==> config.mk <==
export PLATFORM = sky130hd
export DESIGN_NAME = rewind_fifo
export DESIGN_NICKNAME = d
export VERILOG_FILES = /design/src/rtl/rewind_fifo_pkg.sv /design/src/rtl/rf_ptr_ctrl.sv /design/src/rtl/rf_store.sv /design/src/rtl/rewind_fifo.sv
export SDC_FILE = /design/constraint.sdc
export NUM_CORES = 2
export LEC_CHECK = 0
export BUFFER_PORTS_ARGS = -buffer_cell sky130_fd_sc_hd__buf_4
export CAP_MARGIN = 20
export CORE_MARGIN = 2
export CORE_UTILIZATION = 63
export CTS_CLUSTER_DIAMETER = 50
export DETAILED_ROUTE_END_ITERATION = 6
export PLACE_DENSITY = 0.84
export SLEW_MARGIN = 10
export SYNTH_ARGS = -nofsm -noshare
export SYNTH_HDL_FRONTEND = slang
export SYNTH_SLANG_ARGS = --single-unit
==> constraint.sdc <==
create_clock -name clk -period 4.2 [get_ports clk]
set_clock_uncertainty 0.2 [all_clocks]
set_input_delay 0.21 -clock clk [delete_from_list [all_inputs] [get_ports clk]]
set_output_delay 0.21 -clock clk [all_outputs]
set_load 0.005 [all_outputs]
==> src/rtl/rewind_fifo_pkg.sv <==
package rewind_fifo_pkg;

    // Word width: eight payload bits plus one side bit.
    localparam int unsigned WORD_W = 9;

    // Supported buffer depths.
    function automatic bit depth_ok(input int unsigned d);
        return (d == 256) || (d == 512) || (d == 1024);
    endfunction

endpackage

==> src/rtl/rf_ptr_ctrl.sv <==
module rf_ptr_ctrl #(
    parameter int unsigned DEPTH = 256
) (
    input  logic                     clk,
    input  logic                     rst_n,
    input  logic                     wr_en,
    input  logic                     rd_en,
    input  logic                     rewind_n,
    input  logic                     solo_mode,
    output logic                     wr_go,
    output logic                     rd_go,
    output logic [$clog2(DEPTH)-1:0] wr_idx,
    output logic [$clog2(DEPTH)-1:0] rd_idx,
    output logic                     empty,
    output logic                     full,
    output logic                     half_full
);
    localparam int unsigned AW   = $clog2(DEPTH);
    localparam int unsigned HALF = DEPTH / 2;

    typedef struct packed {
        logic [AW:0]   wp;    // writes since reset, modulo 2*DEPTH
        logic [AW-1:0] rp;    // read position
        logic [AW:0]   cnt;   // occupancy
        logic          emp;
        logic          ful;
        logic          hf;
    } ctrl_t;

    ctrl_t st_d, st_q;

    always_comb begin
        st_d  = st_q;
        wr_go = wr_en && !st_q.ful;
        rd_go = rd_en && !st_q.emp && rewind_n;

        st_d.wp = st_q.wp + {{AW{1'b0}}, wr_go};

        if (!rewind_n) begin
            st_d.rp  = '0;
            st_d.cnt = st_d.wp;
        end else begin
            st_d.rp  = st_q.rp + {{(AW-1){1'b0}}, rd_go};
            st_d.cnt = st_q.cnt + {{AW{1'b0}}, wr_go} - {{AW{1'b0}}, rd_go};
        end

        st_d.emp = (st_d.cnt == '0);
        st_d.ful = (st_d.cnt == (AW+1)'(DEPTH));
        st_d.hf  = (st_d.cnt > (AW+1)'(HALF));

        if (!rst_n) begin
            st_d     = '0;
            st_d.emp = 1'b1;
        end
    end

    always_ff @(posedge clk) begin
        st_q <= st_d;
    end

    assign wr_idx    = st_q.wp[AW-1:0];
    assign rd_idx    = st_q.rp;
    assign empty     = st_q.emp;
    assign full      = st_q.ful;
    assign half_full = st_q.hf && solo_mode;

    // a write attempt against a full buffer leaves it full
    a_r4_no_overflow: assert property (@(posedge clk) disable iff (!rst_n)
        full && wr_en && !rd_en && rewind_n |=> full);

    // a read attempt against an empty buffer leaves it empty
    a_r5_no_underflow: assert property (@(posedge clk) disable iff (!rst_n)
        empty && rd_en && !wr_en && rewind_n |=> empty);

    // the two extremes never coincide
    a_r6_flags_exclusive: assert property (@(posedge clk) disable iff (!rst_n)
        !(empty && full));

    // a paired read and write keeps every flag where it was
    a_r3_paired_access: assert property (@(posedge clk) disable iff (!rst_n)
        !empty && !full && wr_en && rd_en && rewind_n
        |=> $stable(empty) && $stable(full) && $stable(st_q.hf));

    // above half implies not empty
    a_r7_half_not_empty: assert property (@(posedge clk) disable iff (!rst_n)
        half_full |-> !empty);

    // chained mode never shows half-full
    a_r8_half_gated: assert property (@(posedge clk) disable iff (!rst_n)
        !solo_mode |-> !half_full);

    // a rewind puts the read position on the first location
    a_r9_rewind_start: assert property (@(posedge clk) disable iff (!rst_n)
        !rewind_n |=> rd_idx == '0);

endmodule

==> src/rtl/rf_store.sv <==
module rf_store #(
    parameter int unsigned DEPTH = 256,
    parameter int unsigned W     = 9
) (
    input  logic                     clk,
    input  logic                     rst_n,
    input  logic                     wr_go,
    input  logic [$clog2(DEPTH)-1:0] wr_idx,
    input  logic [W-1:0]             wr_data,
    input  logic                     rd_go,
    input  logic [$clog2(DEPTH)-1:0] rd_idx,
    output logic [W-1:0]             rd_data
);
    logic [W-1:0] mem [DEPTH];
    logic [W-1:0] dout_d, dout_q;

    always_ff @(posedge clk) begin
        if (wr_go) begin
            mem[wr_idx] <= wr_data;
        end
    end

    always_comb begin
        dout_d = dout_q;
        if (rd_go) begin
            dout_d = mem[rd_idx];
        end
        if (!rst_n) begin
            dout_d = '0;
        end
    end

    always_ff @(posedge clk) begin
        dout_q <= dout_d;
    end

    assign rd_data = dout_q;

    // without an accepted read the output word holds
    a_r10_hold_word: assert property (@(posedge clk) disable iff (!rst_n)
        !rd_go |=> $stable(rd_data));

    // the array is never written at the location being read
    a_r4_no_clobber: assert property (@(posedge clk) disable iff (!rst_n)
        wr_go && rd_go |-> wr_idx != rd_idx);

endmodule

==> src/rtl/rewind_fifo.sv <==
module rewind_fifo
    import rewind_fifo_pkg::*;
#(
    parameter int unsigned DEPTH = 256
) (
    input  logic              clk,
    input  logic              rst_n,
    input  logic              wr_en,
    input  logic [WORD_W-1:0] wr_data,
    input  logic              rd_en,
    output logic [WORD_W-1:0] rd_data,
    input  logic              rewind_n,
    input  logic              solo_mode,
    output logic              empty,
    output logic              half_full,
    output logic              full
);
    localparam int unsigned AW = $clog2(DEPTH);

    // only the supported depths elaborate
    generate
        if (!depth_ok(DEPTH)) begin : g_bad_depth
            $error("rewind_fifo: DEPTH must be 256, 512 or 1024");
        end
    endgenerate

    logic          wr_go, rd_go;
    logic [AW-1:0] wr_idx, rd_idx;

    rf_ptr_ctrl #(.DEPTH(DEPTH)) u_ctrl (
        .clk       (clk),
        .rst_n     (rst_n),
        .wr_en     (wr_en),
        .rd_en     (rd_en),
        .rewind_n  (rewind_n),
        .solo_mode (solo_mode),
        .wr_go     (wr_go),
        .rd_go     (rd_go),
        .wr_idx    (wr_idx),
        .rd_idx    (rd_idx),
        .empty     (empty),
        .full      (full),
        .half_full (half_full)
    );

    rf_store #(.DEPTH(DEPTH), .W(WORD_W)) u_store (
        .clk     (clk),
        .rst_n   (rst_n),
        .wr_go   (wr_go),
        .wr_idx  (wr_idx),
        .wr_data (wr_data),
        .rd_go   (rd_go),
        .rd_idx  (rd_idx),
        .rd_data (rd_data)
    );

endmodule

# Word-level counts from Yosys, hierarchy flattened
# Memories as Yosys holds them, arrays and structs flattened. A register that Yosys moved wholly into a read port is not among the register bits.
# Index checks and enable logic that the tools add are counted.
# word_totals
regBits,29
mem_bits_rw,2304
in_bits,15
output_inout_bits,12
n_memories,1
# classes
n_addsub,4
n_lt_le_gt_ge,1
n_eq_ne,1
mux,3
n_reduce_logical,9
# memory_table
name,words,width,read_ports,rd_ports_with_merged_regs,write_ports,line,rtl
u_store.mem,256,9,1,1,1,rf_store.sv:14,logic [W-1:0] mem [DEPTH];
# ops
op,count
adder 9 x 1 -> 9 bit,2
== test 9 bit (second input constant),1
greater-than comparator 9 x 8 -> 1 bit (second input constant),1
logical NOT 9 bit,1
two-way mux 9 bit,1
subtractor 9 x 1 -> 9 bit,1
adder 8 x 1 -> 8 bit,1
logical AND 1 bit,4
logical NOT 1 bit,3
two-way mux 1 bit,2
AND reduction 2 bit,1

# Logic depth before layout (Yosys ltp)
# logic_depth
ltp_word,6
ltp_mapped,13

# Hierarchy
# Synthesis repeated with hierarchy kept, for this count alone.
# hier_totals
cells_unflattened,4487
hier_area_um2,91765.5
# by_module_without_submodules
mod,n_inst,cells_per_inst,area_per_inst_um2
rf_store,1,4304,90108.9
rf_ptr_ctrl,1,183,1656.6

# Least setup slack after synthesis
# Ideal clock, no wire load.
# synth_timing
kind,register to register
start,"register u_ctrl.st_q, in the netlist u_ctrl.full"
end,register u_ctrl.st_q[0] (netlist name)
setup_time_ns,0.114
arrival_time_ns,2.717
path_slack_ns,1.170
path_stages_with_launch,13
synth_period_minus_slack_ns,3.030
path_cell_list,dfxtp_1 -> nor2b_1 -> clkbuf_1 -> xor2_1 -> ha_1 -> fa_1 -> a21o_1 -> a21o_1 -> xnor2_1 -> mux2i_1 -> nor4_1 -> nand3_1 -> a21o_1
# synth_between
elab_chain_len,6
word_cells_on_any_way,7
classes_between,add/sub: 3; order compare: 1; mux: 1; reduce/logical: 2
# synth_rtl
element,line,rtl
start: declaration,rf_ptr_ctrl.sv:30,"ctrl_t st_d, st_q;"
start signal: assignment,rf_ptr_ctrl.sv:58,st_q <= st_d;
logical NOT 1 bit *,rf_ptr_ctrl.sv:34,wr_go = wr_en && !st_q.ful;
logical AND 1 bit *,rf_ptr_ctrl.sv:34,
adder 9 x 1 -> 9 bit,rf_ptr_ctrl.sv:44,"st_d.cnt = st_q.cnt + {{AW{1'b0}}, wr_go} - {{AW{1'b0}}, rd_go};"
subtractor 9 x 1 -> 9 bit,rf_ptr_ctrl.sv:44,
two-way mux 9 bit *,rf_ptr_ctrl.sv:39,if (!rewind_n) begin
greater-than comparator 9 x 8 -> 1 bit *,rf_ptr_ctrl.sv:49,st_d.hf = (st_d.cnt > (AW+1)'(HALF));
# Every way passes the cells marked *; elsewhere a longest branch is shown, timed or not.
# A chain may end at the register's enable or synchronous reset.

==> results.cfg <==
[yosys]
synthFlopType = edfxtp_1
synth.net_count = 4366
synthCells = 4339
avgSynthCellArea_sq_um = 21.0
netlist-cell-type-count = 67
ys_ff_latch = 2342
async_reset_ff_share_pct = 0
synth_edf_count = 2304
syn-cell-area_sq_um = 91300
yosysWarnings = 0
synth-seq-area-share_pct = 76.6

[clocking]
cts_buffers = 218
cts-htree-levels = 4
path_clk_slew_ps = 60
cts-root-buf = clkbuf_16
cts_setup_buffers = 0
tritoncts = done
cts.sinks = 2342
clockBufferDepth = 3
clk-insertion-delay-late_ps = 880

[grt]
antenna_found_initial = 17
grt_max_degree = 152
overflow = 0
grt_pass1_vias = 50600
grt_pass1_wl_um = 372000
groute.usage.overall_pct = 36.1

[power_and_ir_drop]
p_clk_share_pct = 42.1
combPwrFrac_pct = 3.3
p_int_uw = 37200
swShare_pct = 21.1
ir_drop_v = 0.000403
p_leak_uw = 0.0323
pwr-share-seq_pct = 54.7
p_switching_uw = 9930
power.density_nw_per_um2 = 455

[critical_path]
crit_buf_inv = 2
path_max_fanout = 42
critPathArrivalTime_ps = 4740
start_kind = flop
critical_path_required_ps = 4720
end_kind = flop
crit_type = reg -> reg
path_cells = buf_12, buf_4, mux4_2, mux2_2, a221oi_1, o21ai_0, a31oi_1, o2bb2ai_1
critPathSlowestCell = dfxtp_4
path_delay_family = compound AO/OA/AOI/OAI gates
cp_slowest_stage_delay_ps = 1010

[sta]
worst_slew_pin_slew_ps = 1300
setup_slack_ps = -21.0
final-setup-viol-count = 1
grt_setup_unrepaired = no
fin_crit_ps = 4220
hold_viol_final = 0
max_slew_margin_pct = 13.0
max_freq_mhz = 237
min_period_over_period_pct = 100
finalMaxSlewViolations = 0
setup_tns_ps = -21.0

[routing]
drt_wl_total_um = 264000
first_pass_iters = 7
via_per_inst = 7.49
vias = 51200
route.detailed.wl_per_inst_um = 38.6
drt_iter0_drc = 9746
drt.antenna.violating_nets = 0
drc_errors = 76

[floorplan]
start_util_pct = 63.5
core_area_sq_um = 144000
die_w_um = 385
boundaryPins = 27
die-height_um = 385
rows = 139
die-area_sq_um = 148000

[min_path]
hold_class = in -> reg

[outcome]
status = complete, but fails checks
violations = design-rule violations, negative setup slack

[finish]
instances_no_fill = 6835
fillers = 7358
drive_above_1_share_pct = 27.1
areaGrowthSynthToFinish_pct = 13.3
final_area_sq_um = 103000
fin_nets = 4751

[run]
cap_viol_max_count = 0

[placement]
gp_congestion = 0.977
hpwl_um = 151000
port-buffer-count = 26
dp.cells = 6390
placed_area_sq_um = 96100
==> kinds of logic (layout without fill, tap and decap cells) <==
group,count (synthesis),in the layout,synth area share [%]
AO/OA/AOI/OAI,326,326,2.50
XOR/XNOR,17,17,0.163
adder cells (fa/ha/maj),12,12,0.173
buffers and inverters,278,852,1.57
flip-flops,2342,2342,76.6
multiplexers,762,762,16.2
other,0,19,0
AND/OR/NAND/NOR,602,602,2.83
==> routing by layer <==
| metal | wire length, um | GRT usage [%] | vias to the layer above |
|---|---|---|---|
| li1 | - | - | 18900 |
| met2 | 120000 | 53.9 | 5443 |
| met4 | 21400 | 22.7 | 16 |
| met1 | 83100 | 46.4 | 25600 |
| met3 | 38900 | 11.9 | 1286 |
| met5 | 112 | 0 | - |
==> final cells by class <==
type / instances / area [sq um] / area share [%]
diodes: 19 / 47.5 / 0.0460
clock buffers: 274 / 5850 / 5.66
clock inverters: 135 / 1280 / 1.24
inverters: 16 / 70.1 / 0.0677
multi-input cells: 1719 / 19900 / 19.3
flip-flops and latches: 2342 / 70000 / 67.6
well taps: 1903 / 2380 / 2.30
repair buffers: 427 / 3880 / 3.75
==> what timing repair did <==
action,CTS,global route
gates resized for setup,0,0
hold buffers,12,2
hold endpoints to repair,592,72
==> worst reg2reg max path: stages, from the launching register on <==
cell	delay, ps
dfxtp_4	1010
buf_12	420
buf_4	270
mux4_2	320
mux2_2	330
a221oi_1	280
o21ai_0	340
a31oi_1	720
o2bb2ai_1	170
==> state kept, by name, summed over array words and instances, names as in the netlist <==
register         flops
u_ctrl.st_q         11
u_ctrl.full          1
u_ctrl.empty         1
u_ctrl.rd_idx        8
u_ctrl.wr_idx        8
u_store.mem       2304
u_store.rd_data      9
==> layout by cell type, fill, tap and decap left out, drive strengths merged, types with 27 or more instances in the layout <==
cell type,netlist,final
a21oi,62,62
buf,159,404
clkbuf,103,283
clkinv,2,110
dfxtp,38,38
edfxtp,2304,2304
mux2i,179,179
mux4,569,569
nand2,125,125
nand3,48,48
nor2,320,320
nor2b,27,27
o21ai,42,42
o22ai,41,41
==> path summary, 6_finish.rpt <==
kind,to,start,cells after the start,slack (ps)
setup / recovery,u_store.rd_data[7]$_SDFFE_PN0P_,u_ctrl.rd_idx[1]$_SDFF_PN0_,8,-20
hold / removal,u_ctrl.empty$_SDFF_PN1_,rst_n,3,150
setup reg to reg,u_store.rd_data[7]$_SDFFE_PN0P_,u_ctrl.rd_idx[1]$_SDFF_PN0_,8,-20
hold reg to reg,u_ctrl.st_q[28]$_SDFF_PN0_,u_ctrl.st_q[28]$_SDFF_PN0_,2,340
==> Yosys cell counts, types with 10 or more instances <==
cell,n,area [sq um]
edfxtp_1,2304,69200
mux4_2,569,12800
nor2_1,320,1200
mux2i_1,179,1790
nand2_1,125,469
clkbuf_1,103,387
buf_2,74,370
a21oi_1,62,310
nand3_1,48,240
buf_4,42,315
o21ai_0,42,210
o22ai_1,41,257
dfxtp_1,38,761
nor2b_1,27,169
buf_1,24,90.1
a221oi_1,23,201
nor3_1,20,100
buf_6,19,214
a211oi_1,17,128
o221ai_1,17,149
a22oi_1,15,113
o211ai_1,15,113
a21o_1,14,105
mux2_2,14,158
and2_1,13,81.3
inv_1,13,48.8
nand4_1,13,81.3
ha_1,11,138
xnor2_1,10,87.6
==> power by group through the flow <==
stage	clock network (uW)	registers [uW]	logic (uW)
global route	20600	25700	1600
finish	19800	25700	1530
global placement	0	26200	1390
CTS	19800	25700	1500
floorplan	0	26200	750
detailed placement	0	26200	1450
==> per-stage QoR <==
| step | total power [uW] | util (%) | hold slack [ps] | worst slack, ps |
|---|---|---|---|---|
| CTS | 47100 | 71.8 | 15.9 | 282 |
| finish | 47100 | 71.9 | 146 | -21.0 |
| floorplan | 27000 | - | 109 | 1170 |
| global placement | 27600 | 66.8 | 299 | 441 |
| global route | 48000 | 71.9 | 120 | 50.7 |
| detailed placement | 27700 | 66.8 | 324 | 367 |
Note: power is estimated with default switching activity, not from simulation.
